--- config.mk ---
export PLATFORM = sky130hd
export DESIGN_NAME = scan_seq_ctrl
export DESIGN_NICKNAME = d
export VERILOG_FILES = /design/src/rtl/seq_pkg.sv /design/src/rtl/seq_slot_mux.sv /design/src/rtl/seq_engine.sv /design/src/rtl/scan_seq_ctrl.sv
export SDC_FILE = /design/constraint.sdc
export NUM_CORES = 1
export LEC_CHECK = 0
export ABC_AREA = 1
export BUFFER_PORTS_ARGS = -buffer_cell sky130_fd_sc_hd__buf_2
export CORE_MARGIN = 5
export CORE_UTILIZATION = 31
export CTS_CLUSTER_DIAMETER = 100
export DETAILED_ROUTE_END_ITERATION = 8
export SKIP_LAST_GASP = 1
export SYNTH_ARGS = -nofsm -noshare
export SYNTH_HDL_FRONTEND = slang
export SYNTH_SLANG_ARGS = --single-unit
--- constraint.sdc ---
create_clock -name clk -period 5.66 [get_ports clk]
set_input_delay 0.849 -clock clk [delete_from_list [all_inputs] [get_ports clk]]
set_output_delay 0.849 -clock clk [all_outputs]
set_load 0.05 [all_outputs]
--- src/rtl/seq_pkg.sv ---
// Shared definitions for the scan sequencer: register word addresses,
// engine states and the bit positions software depends on.
package seq_pkg;
    typedef enum logic [2:0] {
        A_STATUS = 3'd0,
        A_CTRL_A = 3'd1,
        A_CTRL_B = 3'd2,
        A_SEQ2   = 3'd3,
        A_SEQ1   = 3'd4,
        A_SEQ0   = 3'd5,
        A_DATA   = 3'd6
    } reg_addr_e;

    typedef enum logic [1:0] {
        S_IDLE,
        S_ISSUE,
        S_WAIT
    } eng_state_e;

    localparam int ST_EOC  = 1;
    localparam int ST_STRT = 4;
    localparam int ST_OVR  = 5;
    localparam int CA_IE   = 5;
    localparam int CA_SCAN = 8;
    localparam int CA_RES  = 24;
    localparam int CB_PWR  = 0;
    localparam int CB_DMA  = 8;
    localparam int CB_CONT = 9;
    localparam int CB_TRIG = 28;
    localparam int CB_SW   = 30;
    localparam int LEN_LSB = 20;
endpackage

--- src/rtl/seq_slot_mux.sv ---
// Unpacks the slot channel fields from the packed sequence words and
// selects the one addressed by the current slot index.
// Assumes WORDS*PER_WORD >= NUM_SLOTS.
module seq_slot_mux #(
    parameter int NUM_SLOTS = 16,
    parameter int FIELD_W   = 5,
    parameter int PER_WORD  = 6,
    parameter int WORDS     = 3,
    localparam int IDX_W    = $clog2(NUM_SLOTS)
) (
    input  logic [WORDS*PER_WORD*FIELD_W-1:0] fields,
    input  logic [IDX_W-1:0]                  idx,
    output logic [FIELD_W-1:0]                chan
);
    logic [FIELD_W-1:0] slot_chan [NUM_SLOTS];

    // one field extractor per slot
    for (genvar k = 0; k < NUM_SLOTS; k++) begin : g_slot
        assign slot_chan[k] =
            fields[(k / PER_WORD) * PER_WORD * FIELD_W + (k % PER_WORD) * FIELD_W +: FIELD_W];
    end

    assign chan = slot_chan[idx];
endmodule

--- src/rtl/seq_engine.sv ---
// Slot walker: on go, issues one conversion per slot and waits for each
// done pulse. It advances only while scan is enabled and the last index
// has not been reached. Loss of power returns it to idle at once.
module seq_engine #(
    parameter int NUM_SLOTS = 16,
    localparam int IDX_W    = $clog2(NUM_SLOTS)
) (
    input  logic             clk,
    input  logic             rst_n,
    input  logic             power,
    input  logic             go,
    input  logic             scan_en,
    input  logic [IDX_W-1:0] last_idx,
    input  logic             conv_done,
    output logic             conv_start,
    output logic [IDX_W-1:0] slot_idx,
    output logic             accept,
    output logic             res_valid,
    output logic             seq_end
);
    import seq_pkg::*;

    eng_state_e state;

    assign accept     = (state == S_IDLE) && go && power;
    assign conv_start = (state == S_ISSUE) && power;
    assign res_valid  = (state == S_WAIT) && conv_done && power;
    assign seq_end    = res_valid && (!scan_en || slot_idx == last_idx);

    // state and slot index sequencing
    always_ff @(posedge clk) begin
        if (!rst_n || !power) begin
            state    <= S_IDLE;
            slot_idx <= '0;
        end else begin
            case (state)
                S_IDLE: if (go) begin
                    state    <= S_ISSUE;
                    slot_idx <= '0;
                end
                S_ISSUE: state <= S_WAIT;
                S_WAIT: if (conv_done) begin
                    if (seq_end) state <= S_IDLE;
                    else begin
                        state    <= S_ISSUE;
                        slot_idx <= slot_idx + 1'b1;
                    end
                end
                default: state <= S_IDLE;
            endcase
        end
    end


    start_single_chk: assert property (@(posedge clk) disable iff (!rst_n)
        conv_start |=> !conv_start);

    no_start_unpowered_chk: assert property (@(posedge clk) disable iff (!rst_n)
        !power |=> !conv_start);
endmodule

--- src/rtl/scan_seq_ctrl.sv ---
// Register file and status logic of the scan sequencer. It holds the
// control words, the packed slot words and the data register, and it
// derives end-of-conversion, started, overrun, irq and DMA requests.
// Assumes single-cycle register strobes and a converter that answers
// every conv_start with one conv_done.
module scan_seq_ctrl #(
    parameter int NUM_SLOTS = 16,
    parameter int CH_W      = 5,
    parameter int RAW_W     = 12,
    parameter int PER_WORD  = 6,
    localparam int IDX_W    = $clog2(NUM_SLOTS),
    localparam int WORDS    = (NUM_SLOTS + PER_WORD - 1) / PER_WORD,
    localparam int WORD_W   = PER_WORD * CH_W,
    localparam int DATA_W   = 16
) (
    input  logic             clk,
    input  logic             rst_n,
    input  logic             reg_wr,
    input  logic             reg_rd,
    input  logic [2:0]       reg_addr,
    input  logic [31:0]      reg_wdata,
    output logic [31:0]      reg_rdata,
    output logic             conv_start,
    output logic [CH_W-1:0]  conv_chan,
    input  logic             conv_done,
    input  logic [RAW_W-1:0] conv_result,
    output logic             irq,
    output logic             dma_req
);
    import seq_pkg::*;

    logic              scan_q, ie_q;
    logic [1:0]        res_q;
    logic              pwr_q, dma_q, cont_q, swst_q;
    logic [1:0]        trig_q;
    logic [WORD_W-1:0] seq_q [WORDS];
    logic [DATA_W-1:0] data_q;
    logic              eoc_q, strt_q, ovr_q, dma_halt_q, dma_req_q;
    logic [WORDS*WORD_W-1:0] seq_flat;
    logic [IDX_W-1:0]  slot_idx, len_idx;
    logic              accept, res_valid, seq_end;
    logic              wr_a, wr_b, wr_st, data_rd;

    assign wr_a    = reg_wr && reg_addr == A_CTRL_A;
    assign wr_b    = reg_wr && reg_addr == A_CTRL_B;
    assign wr_st   = reg_wr && reg_addr == A_STATUS;
    assign data_rd = reg_rd && reg_addr == A_DATA;
    assign len_idx = seq_q[WORDS-1][LEN_LSB +: IDX_W];

    // flatten the slot words, word 0 lowest
    for (genvar w = 0; w < WORDS; w++) begin : g_flat
        assign seq_flat[w*WORD_W +: WORD_W] = seq_q[w];
    end

    seq_slot_mux #(.NUM_SLOTS(NUM_SLOTS), .FIELD_W(CH_W), .PER_WORD(PER_WORD), .WORDS(WORDS))
        u_mux (.fields(seq_flat), .idx(slot_idx), .chan(conv_chan));

    seq_engine #(.NUM_SLOTS(NUM_SLOTS)) u_eng (
        .clk(clk), .rst_n(rst_n), .power(pwr_q), .go(swst_q), .scan_en(scan_q),
        .last_idx(len_idx), .conv_done(conv_done), .conv_start(conv_start),
        .slot_idx(slot_idx), .accept(accept), .res_valid(res_valid), .seq_end(seq_end));

    // control word and slot word storage
    always_ff @(posedge clk) begin
        if (!rst_n) begin
            {scan_q, ie_q, res_q} <= '0;
            {pwr_q, dma_q, cont_q, trig_q} <= '0;
            for (int w = 0; w < WORDS; w++) seq_q[w] <= '0;
        end else if (reg_wr) begin
            case (reg_addr)
                A_CTRL_A: begin
                    scan_q <= reg_wdata[CA_SCAN];
                    ie_q   <= reg_wdata[CA_IE];
                    res_q  <= reg_wdata[CA_RES +: 2];
                end
                A_CTRL_B: begin
                    pwr_q  <= reg_wdata[CB_PWR];
                    dma_q  <= reg_wdata[CB_DMA];
                    cont_q <= reg_wdata[CB_CONT];
                    trig_q <= reg_wdata[CB_TRIG +: 2];
                end
                A_SEQ0: seq_q[0] <= reg_wdata[WORD_W-1:0];
                A_SEQ1: seq_q[1] <= reg_wdata[WORD_W-1:0];
                A_SEQ2: seq_q[2] <= reg_wdata[WORD_W-1:0];
                default: ;
            endcase
        end
    end

    // pending software start: set by a qualified write, cleared on acceptance
    always_ff @(posedge clk) begin
        if (!rst_n) swst_q <= 1'b0;
        else if (wr_b)
            swst_q <= reg_wdata[CB_SW] && reg_wdata[CB_PWR] && reg_wdata[CB_TRIG +: 2] == 2'b00;
        else if (accept || !pwr_q) swst_q <= 1'b0;
    end

    // status flags and result capture
    always_ff @(posedge clk) begin
        if (!rst_n) begin
            {eoc_q, strt_q, ovr_q} <= '0;
            data_q <= '0;
        end else begin
            if (wr_st && !reg_wdata[ST_EOC]) eoc_q <= 1'b0;
            if (data_rd) eoc_q <= 1'b0;
            if (res_valid) eoc_q <= 1'b1;
            if (wr_st && !reg_wdata[ST_STRT]) strt_q <= 1'b0;
            if (conv_start) strt_q <= 1'b1;
            if (wr_st && !reg_wdata[ST_OVR]) ovr_q <= 1'b0;
            if (res_valid && eoc_q && !data_rd) ovr_q <= 1'b1;
            if (res_valid)
                data_q <= DATA_W'(conv_result) >> {res_q, 1'b0};
        end
    end

    // DMA request pulse and end-of-sequence halt
    always_ff @(posedge clk) begin
        if (!rst_n) begin
            dma_req_q  <= 1'b0;
            dma_halt_q <= 1'b0;
        end else begin
            dma_req_q <= res_valid && dma_q && !dma_halt_q;
            if (wr_b && !reg_wdata[CB_DMA]) dma_halt_q <= 1'b0;
            else if (seq_end && dma_q && !cont_q) dma_halt_q <= 1'b1;
        end
    end

    assign irq     = eoc_q && ie_q;
    assign dma_req = dma_req_q;

    // register read mux
    always_comb begin
        reg_rdata = '0;
        case (reg_addr)
            A_STATUS: begin
                reg_rdata[ST_EOC]  = eoc_q;
                reg_rdata[ST_STRT] = strt_q;
                reg_rdata[ST_OVR]  = ovr_q;
            end
            A_CTRL_A: begin
                reg_rdata[CA_SCAN]     = scan_q;
                reg_rdata[CA_IE]       = ie_q;
                reg_rdata[CA_RES +: 2] = res_q;
            end
            A_CTRL_B: begin
                reg_rdata[CB_PWR]       = pwr_q;
                reg_rdata[CB_DMA]       = dma_q;
                reg_rdata[CB_CONT]      = cont_q;
                reg_rdata[CB_TRIG +: 2] = trig_q;
                reg_rdata[CB_SW]        = swst_q;
            end
            A_SEQ0:  reg_rdata[WORD_W-1:0] = seq_q[0];
            A_SEQ1:  reg_rdata[WORD_W-1:0] = seq_q[1];
            A_SEQ2:  reg_rdata[WORD_W-1:0] = seq_q[2];
            A_DATA:  reg_rdata[DATA_W-1:0] = data_q;
            default: reg_rdata = '0;
        endcase
    end


    eoc_set_chk: assert property (@(posedge clk) disable iff (!rst_n)
        res_valid |=> eoc_q);

    ovr_set_chk: assert property (@(posedge clk) disable iff (!rst_n)
        (res_valid && eoc_q && !data_rd) |=> ovr_q);

    dma_src_chk: assert property (@(posedge clk) disable iff (!rst_n)
        dma_req |-> $past(res_valid));

    swst_clr_chk: assert property (@(posedge clk) disable iff (!rst_n)
        (accept && !wr_b) |=> !swst_q);
endmodule

==> flow_summary.ini <==
[timing]
final.setup_skew_ps = 6.87
slew_viol_final = 0
hold_ws_ps = 444
min_period_ps = 3450
hold_viol = 0
setup_viol = 0
fin_tns_setup_ps = 0
fmax_ghz = 0.290
finalCritPeriodShare_pct = 61.0
grt_setup_unrepaired = no
worstMarginPinSlew_ps = 824
relSlewSlack_pct = 45.0

[critical_path]
crit_arrival_ps = 2600
required_ps = 4810
critPathKind = input pin to output port
crit_fanout = 19
end_kind = output port
startpoint_type = input pin

[clocking]
cts_tree = built
post_cts_buffers = 0
clockRootBuffer = clkbuf_16
htree_levels = 4
clockBufferDepth = 2
clkTransAtPathRegs_ps = 50
hold_buffers = 0
post_cts_resized = 0
cts.sinks = 123
clk_latency_ps = 420
cts_buffers = 17

[synth]
synth_fp_nets = 743
syn-instance-count = 690
synth.distinct_cells = 32
syn_area_um2 = 6000
ys_seq_elements = 123
yosysWarningCount = 0
synthArstFlopShare_pct = 0
ys.flop_type = edfxtp_1
syn_avg_cell_area_um2 = 8.70
synth_edf_count = 90
ys_seq_area_share_pct = 56.0

[floorplan]
die_x_um = 149
ios = 92
core_um2 = 18900
start_util_pct = 31.8
dieArea_um2 = 22200
die_h_um = 149
core.rowCount = 50

[routing]
routedWlPerCell_um = 17.3
wirelength_mm = 18.1
vias = 5187
drt_iter0_markers = 396
drc_errors = 0
first_pass_iters = 6
ant_nets = 0
viasPerCell = 4.96

[global_routing]
grt_max_degree = 35
grt_usage_pct = 16.7
antenna_found_initial = 0
grt_pass1_vias = 5076
grt-ovfl-total = 0
grt_first_pass_wirelength_mm = 28.3

[layout]
final_net_count = 826
antennaDiodeCount = 0
final_cell_area_um2 = 7240
fin_util_pct = 38.3
drive_gt1_share_pct = 18.7
syn_to_final_growth_pct = 20.6

[pwr]
powerDensity_nw_per_um2 = 315
peakVddDrop_mv = 0.231
p_leak_nw = 2.92

[flow_run]
drv_cap = 0

[placement]
dp_hpwl_mm = 12.6
io_buffers = 89
placed_cell_area_um2 = 6690
gp_congestion = 0.834

[status]
status = finished, final reports clean

[worst_hold_path]
hold_class = register to register
==> Yosys cell counts (all sizes together) (2+ instances only) <==
| cell type | n | area [um2] |
|---|---|---|
| nor2 | 65 | 249 |
| nand2 | 133 | 502 |
| inv | 102 | 383 |
| o21ai | 68 | 340 |
| nand3 | 39 | 195 |
| a21oi | 62 | 310 |
| dfxtp | 33 | 661 |
| nor4 | 2 | 12.5 |
| a221oi | 2 | 17.5 |
| buf | 21 | 116 |
| a31oi | 2 | 12.5 |
| o22ai | 4 | 25.0 |
| o221ai | 9 | 78.8 |
| clkbuf | 13 | 48.8 |
| a211oi | 4 | 30.0 |
| nand4 | 4 | 25.0 |
| edfxtp | 90 | 2700 |
| o211ai | 23 | 178 |
| or2 | 3 | 18.8 |
| o2111ai | 6 | 52.6 |
==> worst max-delay path, cell delays in order <==
cell and delay, ps:
buf_2 140, nor2_1 250, nand2_1 90, buf_4 230, inv_2 360, nand2_1 80
o21ai_0 160, a21oi_1 70, nand2_1 90, buf_2 260
==> power by group <==
part	switching [mW]	internal [mW]	total, mW
combinational	0.178	0.0562	0.234
sequential	0.0227	1.02	1.04
clock	0.404	0.599	1.00
total	0.605	1.68	2.28
==> sequential cells by signal, indices dropped and copies added (netlist names), 2 cells and up <==
signal,cells
data_q,12
res_q,2
seq_q,90
trig_q,2
u_eng.slot_idx,4
u_eng.state,2
==> per-stage QoR <==
step                      worst slack [ps]  power [mW]  instances
after CTS                             2210        2.30       1046
after global routing                  2040        2.36       1046
after detailed placement              2220        1.30       1014
after floorplan                       1670        1.21        690
final                                 2210        2.28       1046
after global placement                2190        1.30       1014
==> final timing paths <==
kind                            slack (ps)                        endpoint                      startpoint  cells past startpoint
worst max-delay path                  2210                    reg_rdata[8]                     reg_addr[1]                     10
worst min-delay path                   440              dma_req$_SDFF_PN0_         dma_halt_q$_SDFFE_PP0P_                      1
worst max register to register        3470  u_eng.slot_idx[3]$_SDFFE_PP0P_  u_eng.slot_idx[2]$_SDFFE_PP0P_                      9
worst min register to register         440              dma_req$_SDFF_PN0_         dma_halt_q$_SDFFE_PP0P_                      1
==> cell usage in the layout, fill, tap and decap left out, drive strengths merged <==
cell type	Yosys	final
nor4	2	2
a21oi	62	62
or2	3	3
dfxtp	33	33
nand2	133	133
buf	21	98
a221oi	2	2
edfxtp	90	90
a211oi	4	4
clkbuf	13	17
o211ai	23	23
nor2	65	65
bufinv	0	1
conb	1	1
o22ai	4	4
nand3	39	39
inv	102	103
nand4	4	4
o2111ai	6	6
a22oi	1	1
ha	1	1
a31oi	2	2
clkinv	1	7
o221ai	9	9
clkinvlp	0	7
o21ai	68	68
nor3	1	1
==> cells by family (layout without fill, tap and decap cells) <==
group                      Yosys count  in the layout  synth area share, %
and+or+nand+nor                    247            247                 17.0
AOI/OAI and AO/OA                  181            181                 17.5
buffers and inverters              137            233                 9.19
DFF                                123            123                 56.0
adders and majority gates            1              1                0.208
other                                1              1               0.0625
==> layer usage <==
layer	global-route usage, %	part of all wire (%)
met5	0	0
met4	6.64	2.4
met3	3.77	7.0
met2	27.0	48
met1	21.8	43
==> area by class of cell <==
cell class              count  area, um2
flip-flops and latches    123       3360
well taps                 260        325
multi-input cells         430       2100
clock inverters            15        128
inverters                 103        387
repair buffers             98        513
clock buffers              17        425
fillers                  1988      11700
Note: power is estimated with default switching activity, not from simulation.
